$ cat src/rtl/sdlc_rx_pkg.sv
package sdlc_rx_pkg;
  localparam int CNT_W = 14;
  localparam logic [15:0] FCS_POLY = 16'h8408;
  localparam logic [15:0] FCS_INIT = 16'hFFFF;
  localparam logic [15:0] FCS_GOOD = 16'hF0B8;

  typedef struct packed {
    logic             res_ok;
    logic             eof;
    logic             ovr;
    logic             abort;
    logic             crc_err;
    logic [CNT_W-1:0] count;
  } sts_t;

  localparam int STS_W = $bits(sts_t);

  function automatic logic [15:0] fcs_step(input logic [15:0] c, input logic [7:0] d);
    logic [15:0] r;
    r = c;
    for (int i = 0; i < 8; i++) begin
      if (r[0] ^ d[i]) r = (r >> 1) ^ FCS_POLY;
      else             r = r >> 1;
    end
    return r;
  endfunction
endpackage

$ cat src/rtl/sdlc_rx_fifo.sv
module sdlc_rx_fifo #(
  parameter int W     = 8,
  parameter int DEPTH = 8,
  localparam int AW   = (DEPTH > 1) ? $clog2(DEPTH) : 1,
  localparam int CW   = $clog2(DEPTH + 1)
) (
  input  logic          clk,
  input  logic          rst_n,
  input  logic          push,
  input  logic [W-1:0]  wdata,
  input  logic          pop,
  output logic [W-1:0]  rdata,
  output logic [CW-1:0] count
);
  logic [W-1:0]  mem [DEPTH];
  logic [AW-1:0] rp_q, wp_q;
  logic [CW-1:0] cnt_q;
  logic          rd_ok, wr_ok;

  function automatic logic [AW-1:0] nxt(input logic [AW-1:0] p);
    return (p == AW'(DEPTH - 1)) ? '0 : p + 1'b1;
  endfunction

  assign rd_ok = pop && (cnt_q != '0);
  assign wr_ok = push && ((cnt_q != CW'(DEPTH)) || rd_ok);
  assign rdata = mem[rp_q];
  assign count = cnt_q;

  always_ff @(posedge clk) begin
    if (wr_ok) mem[wp_q] <= wdata;
  end

  always_ff @(posedge clk) begin
    if (!rst_n) begin
      rp_q  <= '0;
      wp_q  <= '0;
      cnt_q <= '0;
    end else begin
      if (rd_ok) rp_q <= nxt(rp_q);
      if (wr_ok) wp_q <= nxt(wp_q);
      cnt_q <= cnt_q + CW'(wr_ok) - CW'(rd_ok);
    end
  end
endmodule

$ cat src/rtl/sdlc_rx_deframer.sv
module sdlc_rx_deframer
  import sdlc_rx_pkg::*;
(
  input  logic       clk,
  input  logic       rst_n,
  input  logic       bit_en,
  input  logic       bit_in,
  output logic       byte_vld,
  output logic [7:0] byte_out,
  output logic       end_vld,
  output logic       end_abort,
  output logic       end_res_ok,
  output logic       end_crc_ok
);
  logic [2:0]  ones_q;
  logic [2:0]  cnt_q;
  logic [7:0]  sh_q;
  logic [15:0] crc_q;
  logic        in_frame_q, seen_q;
  logic        is_flag, is_abort, is_data;
  logic [7:0]  sh_nxt;

  assign is_flag  = bit_en && !bit_in && (ones_q == 3'd6);
  assign is_abort = bit_en &&  bit_in && (ones_q == 3'd6);
  assign is_data  = bit_en && (ones_q < 3'd5);
  assign sh_nxt   = {bit_in, sh_q[7:1]};

  always_ff @(posedge clk) begin
    if (!rst_n) begin
      ones_q     <= '0;
      cnt_q      <= '0;
      sh_q       <= '0;
      crc_q      <= FCS_INIT;
      in_frame_q <= 1'b0;
      seen_q     <= 1'b0;
      byte_vld   <= 1'b0;
      byte_out   <= '0;
      end_vld    <= 1'b0;
      end_abort  <= 1'b0;
      end_res_ok <= 1'b0;
      end_crc_ok <= 1'b0;
    end else begin
      byte_vld <= 1'b0;
      end_vld  <= 1'b0;
      if (bit_en) ones_q <= bit_in ? ((ones_q == 3'd7) ? 3'd7 : ones_q + 3'd1) : 3'd0;
      if (is_flag) begin
        if (in_frame_q && seen_q) begin
          end_vld    <= 1'b1;
          end_abort  <= 1'b0;
          end_res_ok <= (cnt_q == 3'd6);
          end_crc_ok <= (crc_q == FCS_GOOD);
        end
        in_frame_q <= 1'b1;
        seen_q     <= 1'b0;
        cnt_q      <= '0;
        crc_q      <= FCS_INIT;
      end else if (is_abort) begin
        if (in_frame_q && seen_q) begin
          end_vld    <= 1'b1;
          end_abort  <= 1'b1;
          end_res_ok <= 1'b0;
          end_crc_ok <= 1'b1;
        end
        in_frame_q <= 1'b0;
        seen_q     <= 1'b0;
      end else if (is_data && in_frame_q) begin
        sh_q  <= sh_nxt;
        cnt_q <= cnt_q + 3'd1;
        if (cnt_q == 3'd7) begin
          byte_vld <= 1'b1;
          byte_out <= sh_nxt;
          crc_q    <= fcs_step(crc_q, sh_nxt);
          seen_q   <= 1'b1;
        end
      end
    end
  end
endmodule

$ cat src/rtl/sdlc_rx.sv
module sdlc_rx
  import sdlc_rx_pkg::*;
#(
  parameter int DAT_DEPTH = 8,
  parameter int STS_DEPTH = 10,
  localparam int DCW      = $clog2(DAT_DEPTH + 1),
  localparam int SCW      = $clog2(STS_DEPTH + 1)
) (
  input  logic             clk,
  input  logic             rst_n,
  input  logic             rx_en,
  input  logic             rx_bit,
  input  logic [DCW-1:0]   rx_lvl,
  output logic             dat_valid,
  input  logic             dat_ready,
  output logic [7:0]       dat_byte,
  output logic             sts_valid,
  input  logic             sts_ready,
  output logic [STS_W-1:0] sts_word,
  output logic             irq
);
  logic           byte_vld, end_vld, end_abort, end_res_ok, end_crc_ok;
  logic [7:0]     byte_d;
  logic [DCW-1:0] d_count, lvl_eff;
  logic [SCW-1:0] s_count;
  logic           dat_pop, d_wr_ok;
  logic [CNT_W-1:0] acc_cnt_q;
  logic           acc_ovr_q, sts_push_q;
  sts_t           sts_q;

  sdlc_rx_deframer u_deframer (
    .clk(clk), .rst_n(rst_n), .bit_en(rx_en), .bit_in(rx_bit),
    .byte_vld(byte_vld), .byte_out(byte_d),
    .end_vld(end_vld), .end_abort(end_abort),
    .end_res_ok(end_res_ok), .end_crc_ok(end_crc_ok)
  );

  sdlc_rx_fifo #(.W(8), .DEPTH(DAT_DEPTH)) u_dat_fifo (
    .clk(clk), .rst_n(rst_n), .push(byte_vld), .wdata(byte_d),
    .pop(dat_pop), .rdata(dat_byte), .count(d_count)
  );

  sdlc_rx_fifo #(.W(STS_W), .DEPTH(STS_DEPTH)) u_sts_fifo (
    .clk(clk), .rst_n(rst_n), .push(sts_push_q), .wdata(sts_q),
    .pop(sts_ready), .rdata(sts_word), .count(s_count)
  );

  assign dat_valid = (d_count != '0);
  assign sts_valid = (s_count != '0);
  assign dat_pop   = dat_ready && dat_valid;
  assign d_wr_ok   = (d_count != DCW'(DAT_DEPTH)) || dat_pop;
  assign lvl_eff   = (rx_lvl == '0) ? DCW'(1) : rx_lvl;
  assign irq       = (d_count >= lvl_eff) || sts_valid;

  // Per-frame accounting of bytes actually stored and bytes lost.
  always_ff @(posedge clk) begin
    if (!rst_n) begin
      acc_cnt_q  <= '0;
      acc_ovr_q  <= 1'b0;
      sts_push_q <= 1'b0;
      sts_q      <= '0;
    end else begin
      sts_push_q <= 1'b0;
      if (byte_vld) begin
        if (d_wr_ok) acc_cnt_q <= acc_cnt_q + 1'b1;
        else         acc_ovr_q <= 1'b1;
      end
      if (end_vld) begin
        sts_push_q    <= 1'b1;
        sts_q.count   <= acc_cnt_q;
        sts_q.ovr     <= acc_ovr_q;
        sts_q.abort   <= end_abort;
        sts_q.eof     <= !end_abort;
        sts_q.res_ok  <= end_res_ok;
        sts_q.crc_err <= !end_crc_ok;
        acc_cnt_q     <= '0;
        acc_ovr_q     <= 1'b0;
      end
    end
  end
endmodule

$ cat config.mk
export PLATFORM = sky130hd
export DESIGN_NAME = sdlc_rx
export DESIGN_NICKNAME = d
export VERILOG_FILES = /design/src/rtl/sdlc_rx_pkg.sv /design/src/rtl/sdlc_rx_fifo.sv /design/src/rtl/sdlc_rx_deframer.sv /design/src/rtl/sdlc_rx.sv
export SDC_FILE = /design/constraint.sdc
export NUM_CORES = 1
export LEC_CHECK = 0
export ABC_AREA = 1
export BUFFER_PORTS_ARGS = -buffer_cell sky130_fd_sc_hd__buf_2
export CORE_AREA = 2 2 197 199
export CTS_CLUSTER_SIZE = 20
export DETAILED_ROUTE_END_ITERATION = 8
export DIE_AREA = 0 0 199 201
export PLACE_DENSITY = 0.65
export SYNTH_ARGS = -nofsm -noshare
export SYNTH_HDL_FRONTEND = slang
export SYNTH_SLANG_ARGS = --single-unit
$ cat constraint.sdc
create_clock -name clk -period 2.35 [get_ports clk]
set_clock_uncertainty 0.05 [all_clocks]
set_input_delay 0.1175 -clock clk [delete_from_list [all_inputs] [get_ports clk]]
set_output_delay 0.1175 -clock clk [all_outputs]
set_load 0.03 [all_outputs]
[Yosys cells after proc, flatten, opt, wreduce, memory -nomap -nowiden]
Memories as Yosys holds them, arrays and structs flattened. A register that Yosys moved wholly into a read port is not among the register bits.
Cells that the tools add are included.
Storage, ports and cells
  register bits: 102
  RAM bits: 254
  input bits: 10
  memories kept: 2
Memory list
  u_sts_fifo.mem: depth 10, width 19, read ports 1, clocked after Yosys merged registers in 1, write ports 1, line sdlc_rx_fifo.sv:15  | logic [W-1:0] mem [DEPTH];
  u_dat_fifo.mem: depth 8, width 8, read ports 1, clocked after Yosys merged registers in 1, write ports 1, line sdlc_rx_fifo.sv:15
Cells by class
  add/sub/neg operators: 11
  order comparisons: 2
  eq/ne operators: 13
  muxes and demuxes: 74
  bitwise operators: 21
  reduce and logical (&&, ||, !) cells: 35
Operators by type and width (count)
  $mux 16: 43
  $not 2->3: 8
  $mux 1: 20
  $mux 4: 5
  $eq 3x3->1 const B: 6
  $mux 3: 6
  $eq 16x16->1 const B: 1
  $add 14x1->14 const B: 1
  $add 3x1->3 const B: 4
  $logic_and 1x1->1: 12
  $reduce_and 3->1: 3
  $add 4x1->4: 2
  $add 4x1->4 const B: 2
  $eq 4x4->1 const B: 2
  $ne 4x4->1 const B: 2
  $reduce_and 2->1: 4
  $reduce_bool 4->1: 2
  $sub 4x1->4: 2
  $xor 1x1->1: 8
  $not 1->1: 5
  $ge 4x4->1: 1
  $logic_not 4->1: 1
  $logic_or 1x1->1: 4
  $ne 2x2->1 const B: 2
  other kinds (7): 10

[Longest topological paths before layout]
Gate-level depths: netlist of the first run.
  word-level depth: 51
  mapped depth: 12
  mapped depth without buffers: 12

[Cells and area by module]
Synthesis of the first run repeated with hierarchy kept, for this count alone.
Second synthesis, totals
  cell total of the unflattened synthesis: 1645
  area total of the unflattened synthesis: 15712.6 µm²
By module, submodules not included
  sdlc_rx_fifo at u_sts_fifo: times used 1, cells an instance 844, area each 8780.9 µm², sequential area each 6025.8 µm²
  sdlc_rx_fifo at u_dat_fifo: times used 1, cells an instance 268, area each 3146.8 µm², sequential area each 2182.1 µm²
  sdlc_rx_deframer: times used 1, cells an instance 335, area each 2220.9 µm², sequential area each 880.8 µm²
  sdlc_rx: times used 1, cells an instance 198, area each 1564.0 µm², sequential area each 700.7 µm²

[Least setup slack after synthesis of the first run]
No wires, ideal clock.
  path kind: register to register
  from: register u_sts_fifo.cnt_q[2], in the netlist u_sts_fifo.count[2]
  to: memory u_sts_fifo.mem[6][0] (netlist name), enable pin
  arrival time: 2.068 ns
  slack: -0.187 ns
  stages on the path, launching flop included: 6
  buffers on the path: 0
  period minus slack after synthesis: 2.537 ns
  cells stage by stage: dfxtp_1 inv_1 ha_1 nand4_1 nand2_1 nor3_1
Between the ends
  longest elaborated chain between the ends: 6
  elaborated cells on any way between the ends: 7
  classes of those cells: eq/ne (1); mux (2); reduce/logical (4)
RTL lines
  from (decl): line sdlc_rx_fifo.sv:17  | logic [CW-1:0] cnt_q;
  from (signal assigned): line sdlc_rx_fifo.sv:41  | cnt_q <= cnt_q + CW'(wr_ok) - CW'(rd_ok);
  $reduce_bool 4->1: line sdlc_rx_fifo.sv:24  | assign rd_ok = pop && (cnt_q != '0);
  $logic_and 1x1->1: line sdlc_rx_fifo.sv:24
  $logic_or 1x1->1 *: line sdlc_rx_fifo.sv:25  | assign wr_ok = push && ((cnt_q != CW'(DEPTH)) || rd_ok);
  $logic_and 1x1->1 *: line sdlc_rx_fifo.sv:25
  $mux 1 *: line sdlc_rx_fifo.sv:30  | if (wr_ok) mem[wp_q] <= wdata;
  $mux 1 (not written as such) *: line sdlc_rx_fifo.sv:30
  to (decl): line sdlc_rx_fifo.sv:15
Every way passes the cells marked *; elsewhere a longest branch is shown, timed or not.

==> results_dict.tcl, run 1 <==
set metrics [dict create \
    status "complete, no violations" \
    rows 72 \
    cts_max_level 2 \
    ios 40 \
    max_slew_margin_pct 65.1 \
    worst_slew_pin_slew_ns 0.521 \
    cts_tree "built" \
    vdd_drop_max_uv 542 \
    dp_slack_ns 0.137 \
    nets 1496 \
    route.detailed.drc 0 \
    cts_sinks 362 \
    die_x_um 199 \
    gp_congestion 0.846 \
    synth-seq-area-share_pct 65.1 \
    avgSynthCellArea_um2 10.8 \
    r2r_start "u_dat_fifo.count[2]" \
    whs_ns 0.395 \
    period_share_pct 95.1 \
    grt_use_total_pct 16.1 \
    pwr_density_cell_mw_per_mm2 914 \
    worst-setup-path-type "flip-flop to primary output" \
    p_leak_nw 6.38 \
    start_util_pct 39.5 \
    cp_slowest_cell "dfxtp_1" \
    cp-endpoint "dat_byte[6]" \
    layout_commonest_cell "edfxtp_1" \
    grt_max_degree 77 \
    synthCells 1396 \
    wl_per_cell_um 15.8 \
    drt_pass1_iterations 7 \
    synth_seq_cells 362 \
    synth_edf_count 254 \
    cp.arrival_ns 2.07 \
    top_usage_layer "met2" \
    synthesis.area_mm2 0.0150 \
    cp.required_ns 2.18 \
    final_cell_mix "254 x edfxtp_1, 225 x nand2_1, 159 x inv_1, 114 x o21ai_0, 104 x dfxtp_1" \
    syn-num-nets 1433 \
    cts_root_buf "clkbuf_16" \
    path_cells "buf_6, nor2_1, o32ai_1, nand2_1, nand2_1, buf_2" \
    max_freq_mhz 448 \
    numCtsBuffers 39 \
    grt_first_pass_wirelength_um 50800 \
    synthFlopType "edfxtp_1" \
    core_area_mm2 0.0381 \
    clkTransAtPathRegs_ns 0.06 \
    r2r_end "u_dat_fifo.count[2]" \
    yosysUniqueCellTypes 43 \
    maxCapViolCount 0 \
    startpoint_type "flip-flop" \
    ys_async_sr_fraction_pct 0 \
    cp_slowest_stage_delay_ns 0.39 \
    cp-end-kind "primary output" \
    fp.dieH_um 201 \
    rsz0062_at_grt "yes" \
    use_met3_pct 3.11 \
    wl_um 31700 \
    fin_tns_setup_ns 0 \
    r2r_cells 12 \
    clk_latency_ns 0.55 \
    diodes 0 \
    ant_nets 0 \
    antenna_found_initial 0 \
    setup_slack_ns 0.116 \
    synthToLayoutAreaGrowth_pct 15.8 \
    use_met2_pct 28.1 \
    finalSetupViolCount 0 \
    final_util_pct 45.7 \
    place_area_mm2 0.0160 \
    cts_buffer_depth 3 \
    hold_viol_final 0 \
    dieArea_mm2 0.0400 \
    grt_overflow 0 \
    initialDrtViolationCount 698 \
    crit_path_frequent_cell "nand2_1" \
    grt_use_met1_pct 20.1 \
    drive_gt1_share_pct 11.6 \
    critical_path.max_fanout 32 \
    vias 9978 \
    post-route-min-period_ns 2.23 \
    r2r_slack_ns 0.16 \
    hpwl_um 19700 \
    hold_class "input port to flip-flop" \
    final_max_slew_viol_count 0 \
    synth_warnings 0 \
    grt_pass1_vias 9902 \
    viasPerCell 4.97 \
    port_buffers 39 \
    finish.instance_area_mm2 0.0174 \
]
## Yosys cell counts, drive strengths merged, types with 4 or more instances
master | instances | area [µm²]
nor2 | 96 | 368
edfxtp | 254 | 7630
clkbuf | 23 | 86.3
or2 | 4 | 25.0
o32ai | 8 | 70.1
dfxtp | 108 | 2160
mux2i | 27 | 270
buf | 36 | 204
o22ai | 10 | 62.6
nor3 | 5 | 25.0
nand2 | 231 | 885
inv | 164 | 618
nand3 | 103 | 521
xnor2 | 6 | 52.6
o21ai | 122 | 614
nand4 | 8 | 50.1
a21oi | 98 | 513
xor2 | 12 | 105
o211ai | 42 | 315
ha | 25 | 313
## worst min-delay path by stage
stage | startpoint | endpoint | slack [ns] | cells after the start
final | rst_n | sts_q[17] | 0.39 | 4
after global routing | rst_n | sts_q[17] | 0.42 | 4
after CTS | rst_n | sts_q[17] | 0.36 | 4
after detailed placement | u_deframer.seen_q | u_deframer.seen_q | 0.40 | 2
after global placement | u_deframer.seen_q | u_deframer.seen_q | 0.39 | 2
after floorplan | rx_bit | u_deframer.sh_q[7] | 0.23 | 2
## critical path, delay by kind of cell, from the launching register on
| family | cells | cell delay, ns |
|---|---|---|
| buffers and inverters | 2 | 0.46 |
| flip-flops | 1 | 0.39 |
| AO/OA/AOI/OAI | 1 | 0.39 |
| AND/OR/NAND/NOR | 3 | 0.26 |
## through the flow
stage | cells | power [mW]
after floorplan | 1396 | 9.21
after global placement | 1930 | 9.90
after detailed placement | 1930 | 9.96
after CTS | 2008 | 16.0
after global routing | 2008 | 16.6
final | 2008 | 15.9
## layout make-up
class | count | area (µm²)
multi-input cells | 809 | 4380
fillers | 3433 | 20700
flip-flops and latches | 362 | 9800
repair buffers | 81 | 674
clock buffers | 62 | 1190
well taps | 518 | 648
clock inverters | 10 | 90.1
inverters | 166 | 629
## metal layers
metal	up-vias	wire, µm	part of all wire [%]
li1	4950	-	-
met4	0	681	2.1
met3	45	1190	3.8
met2	177	15800	50
met5	-	0	0
met1	4806	14000	44
## registers in the layout, indices dropped and copies added, names as in the netlist, 7 cells and up, named ones only
register / count
u_deframer.crc_q: 16
u_sts_fifo.mem: 190
u_dat_fifo.mem: 64
u_deframer.byte_out: 8
u_deframer.sh_q: 7
acc_cnt_q: 14
sts_q: 19
## power breakdown
part / switching, mW / internal (mW)
sequential: 0.145 / 6.86
combinational: 1.90 / 0.985
clock: 2.44 / 3.59
total: 4.48 / 11.4
## kinds of logic after synthesis
logic type               synth area share [%]
multiplexers                             1.80
adder cells (fa/ha/maj)                  2.35
AO/OA/AOI/OAI                            10.9
buffers and inverters                    6.09
flip-flops                               65.1
XOR/XNOR                                 1.05
AND/OR/NAND/NOR                          12.7
## what timing repair did
item,in CTS,in global routing
pin swaps,0,1
gates resized for setup,3,13
buffers inserted,0,0
endpoints found under the hold margin,21,0
hold buffers,6,0
setup endpoints to repair,4,13
Power figures use the tool's default switching activity.
==> inputs of run 2 (changes only) <==
GPL_TIMING_DRIVEN = 0   (was default)
SETUP_SLACK_MARGIN = 0.4   (was default)
==> run 2 against run 1 <==
Effect of this change: clock-buffer cell count is 11 lower; via count is 6.3% higher; sequential share of layout area is 4.2 points lower; combinational power is 50% higher; non-clock buffer count is 82 higher.
==> results_dict.tcl, run 2 (synthesis gave the netlist of run 1 again) <==
set metrics [dict create \
    status "complete, no violations" \
    fill_cells 3224 \
    gp_congestion 0.884 \
    clk_latency_ns 0.55 \
    grt_max_degree 20 \
    r2r_slack_ns 0.33 \
    rows 72 \
    hpwl_um 23000 \
    cp-endpoint "sts_word[16]" \
    power.total_mw 17.0 \
    reg_top3 "u_sts_fifo.mem: 190 flops, u_dat_fifo.mem: 64 flops, sts_q: 19 flops" \
    cts_max_level 2 \
    dieArea_mm2 0.0400 \
    initialDrtViolationCount 821 \
    netSwitchingPower_mw 5.00 \
    cp.arrival_ns 2.07 \
    vdd_drop_max_uv 685 \
    r2r_cells 11 \
    antenna_found_initial 0 \
    cts_sinks 362 \
    synthToLayoutAreaGrowth_pct 25.3 \
    switching_share_pct 29.4 \
    route.detailed.drc 0 \
    drive_gt1_share_pct 19.6 \
    fin_tns_setup_ns 0 \
    ios 40 \
    worst_slew_pin_slew_ns 0.625 \
    critical_path.max_fanout 10 \
    final_cell_mix "254 x edfxtp_1, 215 x nand2_1, 152 x inv_1, 100 x dfxtp_1" \
    p_clk_share_pct 33.6 \
    cp-end-kind "primary output" \
    post-route-min-period_ns 2.24 \
    max_freq_mhz 446 \
    r2r_start "u_dat_fifo.count[2]" \
    seqPwrFrac_pct 41.0 \
    startpoint_type "flip-flop" \
    period_share_pct 95.4 \
    grt_pass1_vias 10100 \
    ant_nets 0 \
    numCtsBuffers 38 \
    viasPerCell 5.08 \
    start_util_pct 39.5 \
    wl_um 36100 \
    vias 10600 \
    cts_root_buf "clkbuf_16" \
    max_slew_margin_pct 58.3 \
    clkTransAtPathRegs_ns 0.06 \
    finalSetupViolCount 0 \
    wl_per_cell_um 17.3 \
    r2r_end "u_dat_fifo.count[1]" \
    diodes 0 \
    p_int_mw 12.0 \
    fp.dieH_um 201 \
    nets 1577 \
    largest_register_ffs 190 \
    cp.required_ns 2.18 \
    worst-setup-path-type "flip-flop to primary output" \
    layout_commonest_cell "edfxtp_1" \
    final_max_slew_viol_count 0 \
    grt_first_pass_wirelength_um 55400 \
    share_comb_of_total_power_pct 25.4 \
    maxCapViolCount 0 \
    rsz0062_at_grt "yes" \
    regMostFlops "u_sts_fifo.mem" \
    hold_viol_final 0 \
    grt_overflow 0 \
    port_buffers 39 \
    grt_use_total_pct 18.0 \
    pwr_density_cell_mw_per_mm2 904 \
    cts_tree "built" \
    p_leak_nw 6.95 \
    cts_buffer_depth 3 \
    drt_pass1_iterations 6 \
    die_x_um 199 \
    core_area_mm2 0.0381 \
    hold_class "flip-flop to flip-flop" \
]
-- run 2: cell types whose count changed in the layout (fill, tap and decap cells not counted), moves of 11 or more --
cell     change
o21ai_0     -16
nor2_1      -14
buf_2       -12
buf_6       +22
nor2_4      +18
buf_12      +17
o21ai_1     +11
buf_4       +18
-- run 2: what timing repair did --
item,in CTS,in global routing
pin swaps,55,59
hold endpoints to repair,22,0
cloned,4,4
gates resized for setup,201,44
hold buffers,6,0
endpoints found under the setup margin,264,243
buffers inserted,29,15
-- run 2: critical path, stage by stage, from the launching register on --
cell      delay (ns)
dfxtp_2         0.34
buf_6           0.14
clkbuf_4        0.20
a21oi_1         0.19
o21ai_0         0.11
nand3_1         0.15
nand3_1         0.14
o21ai_2         0.10
buf_6           0.15
-- run 2: metal layers --
layer / up-vias / routed length (µm) / GRT usage [%]
met1: 5073 / 15000 / 22.7
li1: 5124 / - / -
met4: 0 / 1060 / 6.72
met3: 75 / 2070 / 3.48
met5: - / 0 / 0
met2: 337 / 18000 / 30.7
-- run 2: power by group through the flow --
stage	clock, mW	sequential, mW	combinational [mW]
finish	5.72	6.97	4.32
floorplan	0	7.05	2.26
detailed placement	0	7.08	3.16
global route	6.06	6.98	4.68
CTS	5.82	6.98	4.05
global placement	0	7.08	3.09
-- run 2: final cells by class --
type / count / area, µm² / share of cell area [%]
inverters: 166 / 652 / 3.46
clock buffers: 51 / 1040 / 5.53
clock inverters: 18 / 130 / 0.691
multi-input cells: 809 / 4760 / 25.3
flip-flops and latches: 362 / 9810 / 52.1
plain buffers: 59 / 571 / 3.03
well taps: 518 / 648 / 3.44
repair buffers: 104 / 1230 / 6.51
-- run 2: through the flow --
stage | area (µm²) | std cells | setup slack (ns) | util, % | hold slack [ns]
after floorplan | 15200 | 1396 | 0.0981 | - | 0.233
after global placement | 16000 | 1953 | -1.05 | 42.0 | 0.389
after detailed placement | 16100 | 1960 | -0.215 | 42.4 | 0.400
after CTS | 18500 | 2068 | 0.115 | 48.5 | 0.376
after global routing | 18800 | 2087 | 0.0297 | 49.4 | 0.427
final | 18800 | 2087 | 0.109 | 49.4 | 0.409
-- run 2: how the worst min path moves through the flow --
stage	end	slack (ns)	depth (start not counted)	from
2_1_floorplan	flip-flop	0.23	2	sts_ready
3_3_place_gp	u_deframer.seen_q	0.39	2	u_deframer.seen_q
3_5_place_dp	u_sts_fifo.rp_q[0]	0.40	3	sts_ready
4_1_cts	u_sts_fifo.rp_q[0]	0.38	4	sts_ready
5_1_grt	u_deframer.seen_q	0.43	2	u_deframer.seen_q
6_report	u_deframer.seen_q	0.41	2	u_deframer.seen_q
